`src/rtl/osd_hs_pkg.sv`:
```
package osd_hs_pkg;

  // cycles from the sampling edge of an active HSYNC transition to the strobe
  function automatic int unsigned start_latency(input int unsigned pos,
                                                input int unsigned base,
                                                input int unsigned step);
    return base + step * pos;
  endfunction

  // effective pre-divide ratio: 0 counts as 1, large codes saturate
  function automatic int unsigned clamp_ratio(input int unsigned code,
                                              input int unsigned max_ratio);
    if (code == 0) return 1;
    if (code > max_ratio) return max_ratio;
    return code;
  endfunction

endpackage

```
`src/rtl/osd_sync_edge.sv`:
```
module osd_sync_edge #(
  parameter int STAGES = 2
) (
  input  logic clk,
  input  logic rst_n,
  input  logic raw_in,
  input  logic active_rise,
  output logic edge_o
);
  // pipe[0..STAGES-1] synchronizer, pipe[STAGES] previous synchronized value
  logic [STAGES:0] pipe;
  logic norm_now;
  logic norm_prev;

  always_ff @(posedge clk or negedge rst_n) begin
    if (!rst_n) pipe <= '0;
    else        pipe <= {pipe[STAGES-1:0], raw_in};
  end

  // polarity folded in after the synchronizer: both taps see the same select
  assign norm_now  = pipe[STAGES-1] ^ ~active_rise;
  assign norm_prev = pipe[STAGES]   ^ ~active_rise;
  assign edge_o    = norm_now & ~norm_prev;
endmodule

```
`src/rtl/osd_pos_regs.sv`:
```
module osd_pos_regs #(
  parameter int POS_W  = 7,
  parameter int DATA_W = 8
) (
  input  logic              clk,
  input  logic              rst_n,
  input  logic              wr_en,
  input  logic [DATA_W-1:0] wdata,
  input  logic              frame_load,
  output logic [DATA_W-1:0] rdata,
  output logic [POS_W-1:0]  shadow
);
  logic [POS_W-1:0] pos_q;
  logic             unused_hi_bits;

  always_ff @(posedge clk or negedge rst_n) begin
    if (!rst_n)     pos_q <= '0;
    else if (wr_en) pos_q <= wdata[POS_W-1:0];
  end

  always_ff @(posedge clk or negedge rst_n) begin
    if (!rst_n)          shadow <= '0;
    else if (frame_load) shadow <= pos_q;
  end

  assign unused_hi_bits = ^wdata[DATA_W-1:POS_W];
  assign rdata = {{(DATA_W-POS_W){1'b0}}, pos_q};
endmodule

```
`src/rtl/osd_start_counter.sv`:
```
module osd_start_counter #(
  parameter int POS_W    = 7,
  parameter int STEP_CYC = 4,
  parameter int BASE_LAT = 62,
  parameter int SYNC_LAT = 2,
  parameter int CNT_W    = 10
) (
  input  logic             clk,
  input  logic             rst_n,
  input  logic             restart,
  input  logic [POS_W-1:0] position,
  output logic             strobe,
  output logic             armed_o,
  output logic [CNT_W-1:0] count_o
);
  logic [CNT_W-1:0] cnt_q;
  logic             armed_q;
  logic [CNT_W-1:0] target;

  assign target = CNT_W'(osd_hs_pkg::start_latency(32'(position), BASE_LAT, STEP_CYC));

  always_ff @(posedge clk or negedge rst_n) begin
    if (!rst_n) begin
      cnt_q   <= '0;
      armed_q <= 1'b0;
    end else if (restart) begin
      // synchronizer cycles already elapsed at this point
      cnt_q   <= CNT_W'(SYNC_LAT);
      armed_q <= 1'b1;
    end else if (armed_q) begin
      if (cnt_q >= target) armed_q <= 1'b0;
      else                 cnt_q   <= cnt_q + CNT_W'(1);
    end
  end

  assign strobe  = armed_q && (cnt_q == target);
  assign armed_o = armed_q;
  assign count_o = cnt_q;
endmodule

```
`src/rtl/osd_blk_delay.sv`:
```
module osd_blk_delay #(
  parameter int MAX_DIV = 4,
  parameter int RATIO_W = 3
) (
  input  logic               clk,
  input  logic               rst_n,
  input  logic               strobe_in,
  input  logic [RATIO_W-1:0] ratio,
  output logic               strobe_out
);
  localparam int IDX_W = (MAX_DIV > 1) ? $clog2(MAX_DIV) : 1;

  logic [MAX_DIV-1:0] dly;
  logic [IDX_W-1:0]   sel;

  always_ff @(posedge clk or negedge rst_n) begin
    if (!rst_n) dly <= '0;
    else        dly <= {dly[MAX_DIV-2:0], strobe_in};
  end

  assign sel        = IDX_W'(osd_hs_pkg::clamp_ratio(32'(ratio), MAX_DIV) - 1);
  assign strobe_out = dly[sel];
endmodule

```
`src/rtl/osd_hstart_timer.sv`:
```
module osd_hstart_timer #(
  parameter int POS_W       = 7,
  parameter int DATA_W      = 8,
  parameter int STEP_CYC    = 4,
  parameter int BASE_LAT    = 62,
  parameter int NUM_BLK     = 3,
  parameter int MAX_DIV     = 4,
  parameter int RATIO_W     = 3,
  parameter int SYNC_STAGES = 2
) (
  input  logic                       clk,
  input  logic                       rst_n,
  input  logic                       hsync_in,
  input  logic                       vsync_in,
  input  logic                       sync_neg,
  input  logic                       reg_wr,
  input  logic [DATA_W-1:0]          reg_wdata,
  output logic [DATA_W-1:0]          reg_rdata,
  input  logic [NUM_BLK*RATIO_W-1:0] blk_ratio,
  output logic                       hstart,
  output logic [NUM_BLK-1:0]         blk_start
);
  localparam int MAX_LAT = BASE_LAT + STEP_CYC * ((1 << POS_W) - 1);
  localparam int CNT_W   = $clog2(MAX_LAT + 1);

  // named internal events, observed by the bound checker
  logic             hs_edge;
  logic             vs_edge;
  logic [POS_W-1:0] shadow_pos;
  logic             line_armed;
  logic [CNT_W-1:0] line_count;

  osd_sync_edge #(.STAGES(SYNC_STAGES)) u_hs_edge (
    .clk(clk), .rst_n(rst_n), .raw_in(hsync_in),
    .active_rise(sync_neg), .edge_o(hs_edge)
  );

  osd_sync_edge #(.STAGES(SYNC_STAGES)) u_vs_edge (
    .clk(clk), .rst_n(rst_n), .raw_in(vsync_in),
    .active_rise(sync_neg), .edge_o(vs_edge)
  );

  osd_pos_regs #(.POS_W(POS_W), .DATA_W(DATA_W)) u_regs (
    .clk(clk), .rst_n(rst_n), .wr_en(reg_wr), .wdata(reg_wdata),
    .frame_load(vs_edge), .rdata(reg_rdata), .shadow(shadow_pos)
  );

  osd_start_counter #(
    .POS_W(POS_W), .STEP_CYC(STEP_CYC), .BASE_LAT(BASE_LAT),
    .SYNC_LAT(SYNC_STAGES), .CNT_W(CNT_W)
  ) u_count (
    .clk(clk), .rst_n(rst_n), .restart(hs_edge), .position(shadow_pos),
    .strobe(hstart), .armed_o(line_armed), .count_o(line_count)
  );

  for (genvar b = 0; b < NUM_BLK; b++) begin : g_blk
    osd_blk_delay #(.MAX_DIV(MAX_DIV), .RATIO_W(RATIO_W)) u_dly (
      .clk(clk), .rst_n(rst_n), .strobe_in(hstart),
      .ratio(blk_ratio[b*RATIO_W +: RATIO_W]), .strobe_out(blk_start[b])
    );
  end
endmodule

```
`config.mk`:
```
export PLATFORM = sky130hd
export DESIGN_NAME = osd_hstart_timer
export DESIGN_NICKNAME = d
export VERILOG_FILES = /design/src/rtl/osd_hs_pkg.sv /design/src/rtl/osd_sync_edge.sv /design/src/rtl/osd_pos_regs.sv /design/src/rtl/osd_start_counter.sv /design/src/rtl/osd_blk_delay.sv /design/src/rtl/osd_hstart_timer.sv
export SDC_FILE = /design/constraint.sdc
export NUM_CORES = 1
export LEC_CHECK = 0
export CELL_PAD_IN_SITES_DETAIL_PLACEMENT = 1
export CELL_PAD_IN_SITES_GLOBAL_PLACEMENT = 1
export CORE_MARGIN = 4
export CORE_UTILIZATION = 40
export CTS_CLUSTER_DIAMETER = 150
export DETAILED_ROUTE_END_ITERATION = 7
export PLACE_DENSITY_LB_ADDON = 0.1
export RECOVER_POWER = 50
export SLEW_MARGIN = 20
export SYNTH_ARGS = -nofsm -noshare
export SYNTH_HDL_FRONTEND = slang
export SYNTH_SLANG_ARGS = --single-unit
export TNS_END_PERCENT = 30
```
`constraint.sdc`:
```
create_clock -name clk -period 2.82 [get_ports clk]
set_input_delay 0.423 -clock clk [delete_from_list [all_inputs] [get_ports clk]]
set_output_delay 0.423 -clock clk [all_outputs]
set_load 0.05 [all_outputs]
```
* Yosys cells after proc, flatten, opt, wreduce, memory -nomap -nowiden
Cells that the tools add are included.
** Word-level totals
- Register bits after elaboration :: 43
- Output and inout bits :: 12
** Operators by class
- Add/subtract/negate cells :: 5
- $lt $le $gt $ge :: 7
- Equality and inequality tests :: 2
- Muxes and demuxes :: 33
- Bitwise logic cells :: 9
- Reduce and logical (&&, ||, !) cells :: 6
** Operators with widths (count)
- 10-bit 2-to-1 mux :: 3
- 1-bit 2-to-1 mux :: 21
- 2-bit 2-to-1 mux :: 6
- 10-bit by 1-bit adder with 10-bit output, second input constant :: 1
- 6-bit by 9-bit adder with 10-bit output, first input constant :: 1
- 10-bit equality test :: 1
- 10-bit greater-or-equal comparator :: 1
- 3-bit > comparator, second input constant :: 3
- 3-bit logical NOT :: 3
- 2-bit by 3-bit < comparator with 1-bit output, second input constant :: 3
- 1-bit binary-select mux with 2-bit select :: 3
- 2-bit by 1-bit subtractor with 2-bit output, second input constant :: 3
- 1-bit XOR :: 4
- 1-bit inverter :: 3
- 1-bit bitwise AND :: 2
- 2-bit inequality test, second input constant :: 1
- 2-bit AND reduction :: 1
- 2-bit nonzero test :: 1
- 1-bit logical AND :: 1

* Logic depth before layout (Yosys ltp)
- Word-level depth :: 8
- Depth in mapped cells :: 12
- Depth with buffers taken out :: 11

* Modules after synthesis
From an unflattened synthesis, not the netlist that was laid out.
** Second synthesis, totals
- Cells, all modules :: 165
- Area, all modules :: 2067.0 um2
** By module, submodules not included
- osd_start_counter :: instances 1, cells an instance 94, area an instance 860.8 um2, seq. area each 275.3 um2
- osd_pos_regs :: instances 1, cells an instance 32, area an instance 594.3 um2, seq. area each 350.3 um2
- osd_blk_delay :: instances 3, cells an instance 9, area an instance 138.9 um2, seq. area each 100.1 um2
- osd_sync_edge :: instances 2, cells an instance 6, area an instance 97.6 um2, seq. area each 75.1 um2

* Worst setup path after synthesis
No wires, ideal clock.
- Path type :: register -> output
- Start :: register u_regs.shadow[0]
- End :: output port hstart
- Arrival time :: 2492 ps
- Required time :: 2397 ps
- Slack :: -95 ps
- Stages on the path, launching flop included :: 9
- Path buffers :: 0
- Path through :: dfrtp_1 > inv_1 > ha_1 > nand2_1 > nand3_1 > xor2_1 > ha_1 > nand4_1 > nor3_1
** Between the ends
- Word-level cells in the longest chain between the ends :: 3
** Ends and longest elaborated chain
- start, declared :: RTL line osd_pos_regs.sv:11 : output logic [POS_W-1:0] shadow
- start signal, assigned :: RTL line osd_pos_regs.sv:23 : else if (frame_load) shadow <= pos_q;
- 6-bit by 9-bit adder with 10-bit output :: RTL line osd_hs_pkg.sv:7 : return base + step * pos;
- 10-bit equality test :: RTL line osd_start_counter.sv:36 : assign strobe = armed_q && (cnt_q == target);
- 1-bit logical AND :: RTL line osd_start_counter.sv:36
- end, declared :: RTL line osd_hstart_timer.sv:20 : output logic hstart,
No other way between the ends.

* Worst setup path in the final report
- Start :: register u_regs.shadow[0]
- End :: register u_count.cnt_q[4] (netlist: u_count.count_o[4])
** Between the ends
- Word-level cells in the longest chain between the ends :: 4
** Ends and longest elaborated chain
- 6-bit by 9-bit adder with 10-bit output :: RTL line osd_hs_pkg.sv:7
- 10-bit greater-or-equal comparator :: RTL line osd_start_counter.sv:31 : if (cnt_q >= target) armed_q <= 1'b0;
- 2-bit inequality test (no source line)
- 2-bit AND reduction (no source line)
- end signal, assigned :: RTL line osd_start_counter.sv:28 : cnt_q <= CNT_W'(SYNC_LAT);
- end signal, assigned :: RTL line osd_start_counter.sv:32 : else cnt_q <= cnt_q + CNT_W'(1);
- end, declared :: RTL line osd_start_counter.sv:16 : logic [CNT_W-1:0] cnt_q;
No other way between the ends.
A chain may end at the register's enable or synchronous reset.

==> reports/results.tsv <==
stage	metric	value	unit
setup_path	ff2ff_setup_slack	130	ps
place	place_ws	12.3	ps
floorplanning	coreArea	4410	um^2
status	violations	max-capacitance violations, max-slew violations	
floorplanning	die_y	75.8	um
cells_and_area	areaGrowthSynthToFinish	25.8	%
synth	synthSimpleGateAreaFrac	0.173	
cts	clk-insertion-delay-late	280	ps
place	port_buffers	32	
place	dp_cells	247	
cts	cts_made_buffers	5	
power	power	1.55	mW
cts	cts.sinks	35	
synth	async_flop_share	1.00	
setup_path	timing.rr.start	u_regs.shadow[0]$_DFFE_PN0P_	
setup_path	end_kind	register	
grt	grt_pass1_wl	6.80	mm
drt	wl_per_cell	15.1	um
worst_hold_path	hold_path_end	u_vs_edge.pipe[1]$_DFF_PN0_	
synth	syn_inst	167	
floorplanning	ios	35	
synth	yosys.cell_types.count	34	
grt	antenna_found_initial	0	
timing	rsz0062_at_grt	true	
setup_path	cp.arrival	2860	ps
drt	wl	3.88	mm
cts	cts_tree	built	
worst_hold_path	holdPathStages	0	
timing	finalCriticalPeriod	2690	ps
cells_and_area	drive_gt1_frac	0.181	
setup_path	cp_max_fo	16	
power	p_leak	1.06	nW
setup_path	crit_path_start_kind	register	
synth	synth-seq-cells	35	
drt	drtAntennaViolNets	0	
drt	drtIter0Drc	23	
cells_and_area	nets	237	
floorplanning	dieArea	5740	um^2
cells_and_area	final_cell_mix	dfrtp_1 (35), clkdlybuf4s50_1 (25), nand2_1 (20), mux2_2 (12), ha_1 (11)	
place	placedInstanceArea	2200	um^2
synth	synth_xor_area_frac	0.0286	
synth	synthesis.area	1840	um^2
synth	yosysSeqAreaShare	0.477	
cells_and_area	stdcell_count	256	
drt	via_count	1362	
timing	fin_skew	2.80	ps
setup_path	worstSetupStartpoint	u_regs.shadow[0]$_DFFE_PN0P_	
timing	setup_violations	0	
drt	dr.pass1.iters	4	
job	cap_violations	1	
synth	yosysWarnings	0	
synth	post_synth.cell_area_avg	11.0	um^2
grt	grt_remaining_overflow	0	
drt	drc	0	
grt	track_usage	0.156	
grt	grt_max_degree	36	
cells_and_area	final_common_cell	dfrtp_1	
cts	cts_hold_buf	0	
drt	viasPerCell	5.32	
setup_path	critical_path_class	register to register	
synth	synth_top_family_by_area	simple AND/OR/NAND/NOR gates	
synth	syn-num-nets	201	
cells_and_area	num_antenna_cells	0	
cts	clk_pin_slew	70	ps
cts	cts-root-buf	clkbuf_8	
setup_path	reg2regPathDepth	12	
cells_and_area	final_util	0.524	
timing	hold_violations	0	
floorplanning	initial_core_util	0.416	
synth	synth_ff_type	dfrtp_1	
timing	min_period_over_period	0.952	
timing	fmax	372	MHz
synth	synth_compound_area_frac	0.0905	
power	peakVddDrop	0.275	mV
status	status	complete, but fails checks	
synth	synthMuxAreaShare	0.112	
floorplanning	die_w	75.8	um
synth	synthAdderAreaFrac	0.0749	
power	pwr_density_cell	670	nW/um^2
setup_path	reg2reg_to	u_count.count_o[4]$_DFFE_PN0P_	
cells_and_area	finalInstanceArea	2310	um^2
synth	synth-edff-count	0	
setup_path	required	2990	ps
cts	clock_path_buffers	2	
grt	grt_pass1_vias	1522	
place	dpl.hpwl	3.03	mm
timing	layout_setup_ws	134	ps
worst_hold_path	min_from	u_vs_edge.pipe[0]$_DFF_PN0_	
place	gp_congestion	0.729	
timing	slew_violations	36	
worst_hold_path	hold_path.class	register to register	
timing	relSlewSlack	-0.224	
timing	max_slew.worst_pin.slew	1840	ps
floorplanning	rows	24	
cts	htree_levels	2	
layout make-up:
cell class / count / area, um^2
Sequential cell: 35 / 876
Fill cell: 471 / 2100
Timing Repair Buffer: 36 / 362
Multi-Input combinational cell: 117 / 895
Clock inverter: 2 / 12.5
Tap cell: 52 / 65.1
Clock buffer: 6 / 72.6
Inverter: 8 / 30.0
metal layers:
metal  up-vias  global-route usage  wire (um)
li1        648                   -          -
met1       681               0.188       1650
met2        29               0.268       2000
met3         4              0.0435        175
met4         0              0.0524         45
met5         -                   0          0
worst max path at each step:
| stage | end | slack (ps) |
|---|---|---|
| after global placement | u_count.count_o[4]$_DFFE_PN0P_ | 150 |
| after CTS | hstart | 50 |
| after floorplan | hstart | 320 |
| after detailed placement | u_count.count_o[4]$_DFFE_PN0P_ | 10 |
| after global routing | u_count.count_o[6]$_DFFE_PN0P_ | -50 |
| final | u_count.count_o[4]$_DFFE_PN0P_ | 130 |
repair_timing:
| action | 4_1_cts | 5_1_grt |
|---|---|---|
| resized for setup | 0 | 1 |
| buffers inserted | 1 | 0 |
| pin swaps | 1 | 1 |
| endpoints found under the setup margin | 1 | 1 |
power breakdown:
part / switching, mW / internal [mW]
Clock: 0.182 / 0.173
Sequential: 0.0743 / 0.575
Combinational: 0.295 / 0.250
cell usage after synthesis (4+ instances only):
cell type	instances	share of area
a21oi_1	8	0.022
ha_1	11	0.075
mux2i_1	7	0.038
nand2_1	20	0.041
inv_1	8	0.016
buf_4	4	0.016
nor2_1	4	0.0082
xnor2_1	4	0.019
mux2_2	12	0.074
o21ai_0	9	0.025
nand2b_1	6	0.020
and3_1	4	0.014
dfrtp_1	35	0.48
sequential cells by signal (all words and copies together), names as in the netlist:
signal	count
g_blk.u_dly.dly	4
u_count.armed_o	1
u_count.count_o	10
u_hs_edge.pipe	3
u_regs.pos_q	7
u_regs.shadow	7
u_vs_edge.pipe	3
metrics by stage:
| stage | setup TNS [ps] | hold slack, ps |
|---|---|---|
| finish | 0 | 351 |
| global route | -144 | 358 |
| CTS | 0 | 355 |
| detailed placement | 0 | 337 |
| global placement | 0 | 336 |
| floorplan | 0 | 127 |
cells by family after synthesis:
family	count (synthesis)
mux	19
simple gates	55
flops	35
buf+inv	15
xor+xnor	6
compound gates	25
fa+ha+maj	11
other cells	1
worst max-delay path, cell delays in order (launching register included):
cell and delay (ps):
dfrtp_1 390, inv_1 90, ha_1 220, nand2_1 90
nand3_1 90, xor2_1 160, ha_1 310, nand4_1 200
o311ai_2 410, a211oi_4 80, buf_12 160, and3_2 190
o21a_1 170
Power figures use the tool's default switching activity.
